**src/rtl/mdio_pkg.sv**
```systemverilog
package mdio_pkg;
   localparam int PHY_W    = 5;
   localparam int REG_W    = 5;
   localparam int DATA_W   = 16;
   localparam int HDR_BITS = 2 + 2 + PHY_W + REG_W;   // delimiter, opcode, two addresses
   localparam int TAIL_BITS = HDR_BITS + 2 + DATA_W + 1; // header, turn, data, closing cycle
   localparam int SH_W     = HDR_BITS + 2 + DATA_W;

   localparam logic [1:0] FRM_START = 2'b01;
   localparam logic [1:0] OPC_READ  = 2'b10;
   localparam logic [1:0] OPC_WRITE = 2'b01;
   localparam logic [1:0] TURN_WR   = 2'b10;

   typedef struct packed {
      logic              wr;
      logic [PHY_W-1:0]  phy;
      logic [REG_W-1:0]  regad;
      logic [DATA_W-1:0] wdata;
   } mdio_req_t;
endpackage

```
**src/rtl/mdio_tick.sv**
```systemverilog
module mdio_tick #(
   parameter int HALF_DIV = 4
) (
   input  logic clk,
   input  logic rst_n,
   input  logic run,
   output logic mdc_lvl,
   output logic rise_now,
   output logic bit_end
);
   localparam int PERIOD = 2 * HALF_DIV;
   localparam int CW     = (PERIOD > 2) ? $clog2(PERIOD) : 1;

   logic [CW-1:0] phase;

   always_ff @(posedge clk or negedge rst_n) begin
      if (!rst_n)                            phase <= '0;
      else if (!run)                         phase <= '0;
      else if (phase == CW'(PERIOD - 1))     phase <= '0;
      else                                   phase <= phase + 1'b1;
   end

   // low half first, high half second
   assign mdc_lvl  = run && (phase >= CW'(HALF_DIV));
   assign rise_now = run && (phase == CW'(HALF_DIV - 1));
   assign bit_end  = run && (phase == CW'(PERIOD - 1));
endmodule

```
**src/rtl/mdio_seq.sv**
```systemverilog
module mdio_seq
   import mdio_pkg::*;
#(
   parameter int PRE_LEN = 32,
   parameter int KW      = 7
) (
   input  logic            clk,
   input  logic            rst_n,
   input  logic            start,
   input  mdio_req_t       req,
   input  logic            bit_end,
   output logic            busy,
   output logic            done,
   output logic            accept,
   output logic            fin,
   output logic            wr_q,
   output logic [KW-1:0]   idx,
   output logic            mdo_n,
   output logic            oe_n
);
   localparam int LAST     = PRE_LEN + TAIL_BITS - 1;
   localparam int DRIVE_RD = PRE_LEN + HDR_BITS + 1;   // read keeps the line up to here

   logic [SH_W-1:0] sh;
   logic [SH_W-1:0] load_v;

   always_comb begin
      if (req.wr) load_v = {FRM_START, OPC_WRITE, req.phy, req.regad, TURN_WR, req.wdata};
      else        load_v = {FRM_START, OPC_READ,  req.phy, req.regad, {(2 + DATA_W){1'b0}}};
   end

   assign accept = start && !busy;
   assign fin    = busy && bit_end && (idx == KW'(LAST));

   always_ff @(posedge clk or negedge rst_n) begin
      if (!rst_n) begin
         busy <= 1'b0;
         done <= 1'b0;
         wr_q <= 1'b0;
         idx  <= '0;
         sh   <= '0;
      end else begin
         done <= 1'b0;
         if (accept) begin
            busy <= 1'b1;
            wr_q <= req.wr;
            idx  <= '0;
            sh   <= load_v;
         end else if (busy && bit_end) begin
            if (fin) begin
               busy <= 1'b0;
               done <= 1'b1;
               idx  <= '0;
            end else begin
               idx <= idx + 1'b1;
            end
            if (idx >= KW'(PRE_LEN)) sh <= {sh[SH_W-2:0], 1'b0};
         end
      end
   end

   assign mdo_n = !busy || (idx < KW'(PRE_LEN)) || sh[SH_W-1];
   assign oe_n  = busy && (wr_q || (idx < KW'(DRIVE_RD)));
endmodule

```
**src/rtl/mdio_rx.sv**
```systemverilog
module mdio_rx
   import mdio_pkg::*;
#(
   parameter int PRE_LEN = 32,
   parameter int KW      = 7
) (
   input  logic              clk,
   input  logic              rst_n,
   input  logic              accept,
   input  logic              fin,
   input  logic              rise_now,
   input  logic              wr_q,
   input  logic [KW-1:0]     idx,
   input  logic              mdio_i,
   output logic [DATA_W-1:0] rd_data,
   output logic              rd_nack
);
   localparam int ACK_IDX = PRE_LEN + HDR_BITS + 1;
   localparam int D_LO    = ACK_IDX + 1;
   localparam int D_HI    = ACK_IDX + DATA_W;

   logic [DATA_W-1:0] cap;
   logic              no_ack;
   logic              in_data;

   assign in_data = (idx >= KW'(D_LO)) && (idx <= KW'(D_HI));

   always_ff @(posedge clk or negedge rst_n) begin
      if (!rst_n) begin
         cap    <= '0;
         no_ack <= 1'b0;
      end else if (accept) begin
         cap    <= '0;
         no_ack <= 1'b0;
      end else if (rise_now && !wr_q) begin
         if (idx == KW'(ACK_IDX))     no_ack <= mdio_i;
         else if (in_data && !no_ack) cap    <= {cap[DATA_W-2:0], mdio_i};
      end
   end

   always_ff @(posedge clk or negedge rst_n) begin
      if (!rst_n) begin
         rd_data <= '0;
         rd_nack <= 1'b0;
      end else if (fin) begin
         rd_data <= (wr_q || no_ack) ? '0 : cap;
         rd_nack <= !wr_q && no_ack;
      end
   end
endmodule

```
**src/rtl/mdio_pins.sv**
```systemverilog
module mdio_pins #(
   parameter bit REG_OUT = 1'b1
) (
   input  logic clk,
   input  logic rst_n,
   input  logic mdc_n,
   input  logic mdo_n,
   input  logic oe_n,
   output logic mdc,
   output logic mdio_o,
   output logic mdio_oe
);
   generate
      if (REG_OUT) begin : g_flop
         always_ff @(posedge clk or negedge rst_n) begin
            if (!rst_n) begin
               mdc     <= 1'b0;
               mdio_o  <= 1'b1;
               mdio_oe <= 1'b0;
            end else begin
               mdc     <= mdc_n;
               mdio_o  <= mdo_n;
               mdio_oe <= oe_n;
            end
         end
      end else begin : g_wire
         assign mdc     = mdc_n;
         assign mdio_o  = mdo_n;
         assign mdio_oe = oe_n;
      end
   endgenerate
endmodule

```
**src/rtl/mdio_master.sv**
```systemverilog
module mdio_master
   import mdio_pkg::*;
#(
   parameter int HALF_DIV = 4,
   parameter int PRE_LEN  = 32,
   parameter bit REG_OUT  = 1'b1
) (
   input  logic              clk,
   input  logic              rst_n,
   input  logic              start,
   input  logic              req_wr,
   input  logic [PHY_W-1:0]  req_phy,
   input  logic [REG_W-1:0]  req_reg,
   input  logic [DATA_W-1:0] req_wdata,
   output logic              busy,
   output logic              done,
   output logic [DATA_W-1:0] rd_data,
   output logic              rd_nack,
   output logic              mdc,
   output logic              mdio_o,
   output logic              mdio_oe,
   input  logic              mdio_i
);
   localparam int FRAME = PRE_LEN + TAIL_BITS;
   localparam int KW    = $clog2(FRAME + 1);

   generate
      if (HALF_DIV < 2) begin : g_bad_div
         $error("HALF_DIV must be at least 2");
      end
      if (PRE_LEN < 1 || PRE_LEN > 64) begin : g_bad_pre
         $error("PRE_LEN must lie in 1..64");
      end
   endgenerate

   mdio_req_t       req;
   logic            mdc_lvl, rise_now, bit_end;
   logic            accept, fin, wr_q, mdo_n, oe_n;
   logic [KW-1:0]   idx;

   assign req = '{wr: req_wr, phy: req_phy, regad: req_reg, wdata: req_wdata};

   mdio_tick #(.HALF_DIV(HALF_DIV)) u_tick (
      .clk(clk), .rst_n(rst_n), .run(busy),
      .mdc_lvl(mdc_lvl), .rise_now(rise_now), .bit_end(bit_end)
   );

   mdio_seq #(.PRE_LEN(PRE_LEN), .KW(KW)) u_seq (
      .clk(clk), .rst_n(rst_n), .start(start), .req(req), .bit_end(bit_end),
      .busy(busy), .done(done), .accept(accept), .fin(fin), .wr_q(wr_q),
      .idx(idx), .mdo_n(mdo_n), .oe_n(oe_n)
   );

   mdio_rx #(.PRE_LEN(PRE_LEN), .KW(KW)) u_rx (
      .clk(clk), .rst_n(rst_n), .accept(accept), .fin(fin), .rise_now(rise_now),
      .wr_q(wr_q), .idx(idx), .mdio_i(mdio_i), .rd_data(rd_data), .rd_nack(rd_nack)
   );

   mdio_pins #(.REG_OUT(REG_OUT)) u_pins (
      .clk(clk), .rst_n(rst_n), .mdc_n(mdc_lvl), .mdo_n(mdo_n), .oe_n(oe_n),
      .mdc(mdc), .mdio_o(mdio_o), .mdio_oe(mdio_oe)
   );
endmodule

```
**config.mk**
```make
export PLATFORM = sky130hd
export DESIGN_NAME = mdio_master
export DESIGN_NICKNAME = d
export VERILOG_FILES = /design/src/rtl/mdio_pkg.sv /design/src/rtl/mdio_tick.sv /design/src/rtl/mdio_seq.sv /design/src/rtl/mdio_rx.sv /design/src/rtl/mdio_pins.sv /design/src/rtl/mdio_master.sv
export SDC_FILE = /design/constraint.sdc
export NUM_CORES = 1
export LEC_CHECK = 0
export CAP_MARGIN = 10
export CORE_AREA = 2 2 102 104
export CTS_BUF_LIST = sky130_fd_sc_hd__clkbuf_8 sky130_fd_sc_hd__clkbuf_16
export DETAILED_ROUTE_END_ITERATION = 8
export DIE_AREA = 0 0 104 106
export PLACE_DENSITY = 0.6
export SLEW_MARGIN = 20
export SYNTH_ARGS = -nofsm -noshare
export SYNTH_HDL_FRONTEND = slang
export SYNTH_SLANG_ARGS = --single-unit
export TNS_END_PERCENT = 5
```
**constraint.sdc**
```tcl
create_clock -name clk -period 5.35 [get_ports clk]
set_input_delay 1.605 -clock clk [delete_from_list [all_inputs] [get_ports clk]]
set_output_delay 1.605 -clock clk [all_outputs]
set_load 0.005 [all_outputs]
```
==> summary.md, run 1 <==
| Metric | Value |
|---|---|
| Ports | 53 |
| Synth async-reset ratio | 100% |
| Fill cells | ~1000 |
| Worst Path Required | between 5 and 6 ns |
| Yosys top cell area share | 52.3% |
| # resized after CTS | 0 |
| Skew final | 0.00565 ns |
| R2r startpoint | u_tick.phase[0] |
| Vias per Instance | 5.33 |
| Cts hold-fix bufs | 0 |
| Critical path's largest stage delay | 0.76 ns |
| Cells after synthesis | 372 |
| Initial DRC count | 134 |
| Detailed Route WL | 8.19 mm |
| Design Area, Final | roughly 4600 um^2 |
| H-tree Lvls | 3 |
| Die Y | 106 um |
| CP Launch Type | primary input |
| Cell Chain, Critical Path | clkdlybuf4s50_1 > nand2b_2 > and2_1 > o21ai_0 |
| Status | complete, no violations |
| R2R Setup Slk | ~2.8 ns |
| Post-route ant nets | 0 |
| Largest net degree at the start of global routing | slightly above 80 |
| Port buffer count | 52 |
| Post-synth top area cell | dfrtp_1 |
| Yosys warning total | 0 |
| Clock sinks | 82 |
| Slew Limit Fails | 0 |
| Hold Crit Depth | 1 |
| Worst hold path class | reg2reg |
| Crit path max-delay family | simple AND/OR/NAND/NOR gates |
| Post-CTS setup buffer count | 0 |
| Hold EP | u_tick.phase[0] |
| Grt ovf | 0 |
| Leakage | 2.08 nW |
| RePlAce Congestion | 0.761 |
| DR vias | around 2900 |
| Post-synth EDFFs | 0 |
| Critical hold path startpoint | u_tick.phase[0] |
| Post-DR wirelength/cell | 14.9 um |
| Finished Layout Cells | 548 |
| Pwr dens | 343 nW/um^2 |
| Clock Pin Slew Worst Setup and Hold Paths | about 0.08 ns |
| Worst-Skew Late Latency | 0.35 ns |
| Remaining DRCs | 0 |
| Fmax | 300 MHz |
| Critical-path top delay cell | clkdlybuf4s50_1 |
| Layout cells sized above 1 | 6.55% |
| First-pass GRT wire length | between 10 and 15 mm |
| Maximum VDD drop | between 0.00015 and 0.0002 V |
| Clk buf depth | 2 |
| Sequential share of the synthesized area | 53.0% |
| Initial Utilization | ~39% |
| Vias in the first global route | 2875 |
| Reg2reg end | u_seq.sh[17] |
| Crit path buffers/inverters | 1 |
| RSZ-0062 raised after global routing | false |
| Crit path DAT | 3.53 ns |
| R2r worst-path depth | 6 |
| Crit share post-route | 62.3% |
| Hpwl dp | about 5 mm |
| Placed Instances | 532 |
| Detailed Routing Iterations Pass 1 | 4 |
| Ant diodes | 0 |
| Num CTS Buffers | 9 |
| Post-Syn Area | 3880 um^2 |
| Synthesized area per cell | 10.4 um^2 |
| CTS tree | done |
| Sequential cell area | 2050 um^2 |
| Critical path type | in2reg |
| Power Total | 1.59 mW |
| Slew HR | 37.4% |
| Ys flop type | dfrtp_1 |
| Worst-Margin Slew | 0.934 ns |
| Crit path launch | start |
| Die width | 104 um |
| CP max FO | 29 |
| Die area | between 10000 and 15000 um^2 |
| Initial antenna violation count | 0 |
| Flops & latches, synth | 82 |
| Worst slack, placed | 1.64 ns |
| Ranking of synthesized cells by area | dfrtp_1 (52%), mux2i_1 (8.3%), o21ai_0 (4.5%) |
| Nets | 443 |
| Area Overhead vs Synth | 19.4% |
| Area after DPL | 4430 um^2 |
| MaxCap Viol Count | 0 |
| Core Rows | 37 |
| Mapped Nets | 408 |
| Post-route minimum period | between 3 and 4 ns |
| Final Hold Violating Endpoints | 0 |
| Core outline area | 10000 um^2 |
| Setup TNS | 0 ns |
| Final Setup Violations | 0 |
| CTS root buffer | clkbuf_8 |
| Multi-input logic area | 1650 um^2 |
| Crit. End Element | register |
| PnR worst setup slack | 2.02 ns |
| Netlist cell types | 38 |
| GRT Util Overall | 15.8% |
-- cell families (layout without fill, tap and decap cells) --
kind of cell,count (synthesis),count (layout),share of synthesized area (%)
mux,32,32,8.26
compound gates,99,99,15.3
simple gates,116,116,17.0
flops,82,82,53.0
buf+inv,38,78,4.81
fa+ha+maj,5,5,1.61
-- per-layer routing --
metal	wire length, um	track usage [%]	vias to the layer above
li1	-	-	1418
met1	3730	20.3	1425
met2	3930	26.0	66
met3	411	4.23	10
met4	117	4.83	0
met5	0	0	-
-- state kept, by name, summed over array words and instances, names as in the netlist, 3 cells and up --
| name | flops |
|---|---|
| u_rx.rd_data | 16 |
| u_rx.cap | 16 |
| u_seq.sh | 32 |
| u_seq.idx | 7 |
| u_tick.phase | 3 |
-- cell usage after synthesis (all sizes together) (4+ instances only) --
master and number:
nor2 8, o21ai 47, a21oi 23, nand3 31, o31ai 17, clkbuf 12
dfrtp 81, buf 20, inv 6, mux2i 32, ha 5, nor2b 4
nand2 38, and4b 15
-- report_power, final --
| group | total, mW | switching (mW) | internal [mW] |
|---|---|---|---|
| clock | 0.417 | 0.225 | 0.192 |
| combinational | 0.336 | 0.187 | 0.149 |
| sequential | 0.833 | 0.0877 | 0.745 |
| total | 1.59 | 0.500 | 1.09 |
-- stage by stage --
stage,hold WS [ns],utilization (%)
final,0.445,46.3
after global routing,0.472,46.3
after CTS,0.452,46.1
after detailed placement,0.441,44.3
after global placement,0.429,44.3
after floorplan,0.416,-
-- worst max-delay path by stage --
stage | endpoint | slack, ns | cells after the start
5_1_grt | u_seq.sh[17] | 1.80 | 4
3_5_place_dp | u_seq.sh[9] | 1.64 | 4
3_3_place_gp | u_seq.sh[10] | 1.75 | 4
4_1_cts | u_seq.sh[17] | 2.03 | 4
6_report | u_seq.sh[17] | 2.02 | 4
2_1_floorplan | u_seq.idx[5] | 2.77 | 4
-- placed cells by master (no fill, tap or decap), drive strengths merged --
cell type      instances
dfrtp                 81
clkdlybuf4s50         51
o21ai                 47
nand2                 38
mux2i                 32
nand3                 31
a21oi                 23
o31ai                 17
and4b                 15
clkbuf                11
nor2                   8
inv                    7
ha                     5
buf                    5
nor2b                  4
and3b                  3
nor3b                  3
o211ai                 3
and2                   3
a22o                   3
nand4b                 3
clkinv                 3
or3                    2
nand2b                 2
a41o                   1
o21a                   1
or4b                   1
nand4                  1
o2111ai                1
o41ai                  1
a21o                   1
or4                    1
a311o                  1
and3                   1
clkinvlp               1
dfstp                  1
-- cell type report --
type | instances | share of cell area, %
sequential | 82 | 44.4
multi-input combinational | 252 | 35.6
timing repair buffer | 56 | 11.9
tap | 136 | 3.68
clock buffer | 11 | 3.27
clock inverter | 5 | 0.649
inverter | 6 | 0.486
No activity file was read; power rests on OpenSTA's default activity.
==> run 2: changes to the inputs <==
PLACE_DENSITY = 0.63   (was 0.6)
clock period = 2.8 ns   (was 5.35 ns; I/O delays follow)
==> summary.md, run 2 (synthesis gave the netlist of run 1 again) <==
| Metric | Value |
|---|---|
| Post-CTS setup buffer count | 0 (unchanged) |
| Detailed Route WL | 8.18 mm (was 8.19 mm) |
| Reg with most FFs | u_seq.sh (unchanged) |
| Hold Crit Depth | 1 (unchanged) |
| Worst Path Required | 1.96 ns (was 5.55 ns) |
| Die Y | 106 um (unchanged) |
| Status | complete, no violations (unchanged) |
| WP depth | 1 (was 4) |
| Ant diodes | 0 (unchanged) |
| Vias per Instance | 5.30 (was 5.33) |
| Vias in the first global route | 2904 (was 2875) |
| Layout cells sized above 1 | 8.13% (was 6.55%) |
| Core Rows | 37 (unchanged) |
| Worst-Skew Late Latency | 0.35 ns (about the same) |
| Initial Utilization | 38.8% (unchanged) |
| Post-route ant nets | 0 (unchanged) |
| CTS root buffer | clkbuf_8 (unchanged) |
| CTS tree | done (unchanged) |
| Critical path's largest stage delay | 0.53 ns (was 0.76 ns) |
| Nets | 449 (was 443) |
| Crit. End Element | output port (was register) |
| Detailed Routing Iterations Pass 1 | 4 (unchanged) |
| Area after DPL | 4490 um^2 (was 4430 um^2) |
| MaxCap Viol Count | 0 (unchanged) |
| Worst-Margin Slew | 0.874 ns (was 0.934 ns) |
| Leakage | 2.10 nW (was 2.08 nW) |
| Most common cell after layout, fill and taps aside | dfrtp_1 (unchanged) |
| Cell Chain, Critical Path | clkdlybuf4s50_1 (was clkdlybuf4s50_1 > nand2b_2 > and2_1 > o21ai_0) |
| Skew final | 0.00606 ns (was 0.00565 ns) |
| Hpwl dp | 5.20 mm (was 5.01 mm) |
| R2r worst-path depth | 5 (was 6) |
| Pwr dens | 653 nW/um^2 (was 343 nW/um^2) |
| WHS | 0.445 ns (about the same) |
| Core outline area | 10000 um^2 (unchanged) |
| CP max FO | 1 (was 29) |
| Fill cells | 1000 (was 1005) |
| GRT Util Overall | 15.7% (was 15.8%) |
| Crit share post-route | 78.7% |
| Critical path type | reg2out (was in2reg) |
| WL met3 | 259 um (was 411 um) |
| Setup TNS | 0 ns (unchanged) |
| Met1 Wirelength | 3.82 mm (was 3.73 mm) |
| Die width | 104 um (unchanged) |
| Critical-path top delay cell | dfstp_2 (was clkdlybuf4s50_1) |
| DR vias | 2938 (was 2919) |
| Maximum VDD drop | 0.000293 V (was 0.000154 V) |
| Port buffer count | 52 (unchanged) |
| First-pass GRT wire length | 14.1 mm (was 14.0 mm) |
| Grt ovf | 0 (unchanged) |
| Design Area, Final | 4680 um^2 (was 4630 um^2) |
| Crit path buffers/inverters | 1 (unchanged) |
| Slew Limit Fails | 0 (unchanged) |
| RSZ-0062 raised after global routing | false (unchanged) |
| Num CTS Buffers | 9 (unchanged) |
| Ports | 53 (unchanged) |
| Clk buf depth | 2 (unchanged) |
| Post-route minimum period | 2.20 ns |
| Post-DR wirelength/cell | 14.8 um (was 14.9 um) |
| Max Used Layer | met4 (unchanged) |
| Worst slack, placed | 0.222 ns (was 1.64 ns) |
| Final Hold Violating Endpoints | 0 (unchanged) |
| Cts hold-fix bufs | 0 (unchanged) |
| Initial DRC count | 152 (was 134) |
| Clock sinks | 82 (unchanged) |
| Slew HR | 41.7% (was 37.4%) |
| Worst hold path class | reg2reg (unchanged) |
| Final Setup Violations | 0 (unchanged) |
| H-tree Lvls | 3 (unchanged) |
| PnR worst setup slack | 0.596 ns (was 2.02 ns) |
| Area Overhead vs Synth | 20.8% (was 19.4%) |
| Die area | 11000 um^2 (unchanged) |
| Most frequent cells in the layout | dfrtp_1 (81), clkdlybuf4s50_1 (51), nand2_1 (38) (unchanged) |
| # resized after CTS | 0 (unchanged) |
| Remaining DRCs | 0 (unchanged) |
| CP Launch Type | register (was primary input) |
| RePlAce Congestion | 0.789 (was 0.761) |
| Crit path max-delay family | flip-flops (was simple AND/OR/NAND/NOR gates) |
| Largest net degree at the start of global routing | 69 (was 83) |
| Largest registers | u_seq.sh (32), u_rx.cap (16), u_rx.rd_data (16) (unchanged) |
| Clock Pin Slew Worst Setup and Hold Paths | 0.08 ns (about the same) |
| Crit path DAT | 1.36 ns (was 3.53 ns) |
| Initial antenna violation count | 0 (unchanged) |
| Met2 Routed Length | 3.99 mm (was 3.93 mm) |
| Max reg flops | 32 (unchanged) |
| R2R Setup Slk | 0.61 ns (was 2.76 ns) |
| Fmax | 454 MHz |
run 2: cell type report:
class / instances / area, um^2 / area share, %
well taps: 136 / 170 / 3.64
clock inverters: 4 / 25.0 / 0.535
multi-input cells: 252 / 1640 / 35.0
inverters: 6 / 22.5 / 0.481
flip-flops and latches: 82 / 2050 / 43.9
clock buffers: 12 / 165 / 3.53
repair buffers: 62 / 606 / 12.9
run 2: stage by stage:
| stage | std cells | power [mW] | util [%] |
|---|---|---|---|
| after global placement | 538 | 2.24 | 44.9 |
| after CTS | 554 | 3.09 | 46.8 |
| after global routing | 554 | 3.28 | 46.8 |
| after detailed placement | 538 | 2.27 | 44.9 |
| final | 554 | 3.05 | 46.8 |
| after floorplan | 372 | 2.04 | - |
run 2: path summary, 6_finish.rpt:
kind | start | end
worst max-delay path | u_pins.mdio_o | mdio_o
max in group asynchronous | rst_n | u_rx.no_ack
worst max register to register | u_tick.phase[0] | u_seq.sh[22]
worst min register to register | u_tick.phase[0] | u_tick.phase[0]
worst min-delay path | u_tick.phase[0] | u_tick.phase[0]
min in group asynchronous | rst_n | u_seq.sh[22]
run 2: per-layer routing:
layer | track usage, % | vias up
li1 | - | 1427
met1 | 20.9 | 1455
met2 | 25.3 | 46
met3 | 3.19 | 10
met4 | 5.89 | 0
met5 | 0 | -
run 2: power breakdown:
part	leakage, nW	total [mW]	internal [mW]	switching [mW]
combinational	0.922	0.650	0.292	0.358
clock	0.0944	0.812	0.392	0.420
sequential	1.09	1.59	1.42	0.168
total	2.10	3.05	2.11	0.946
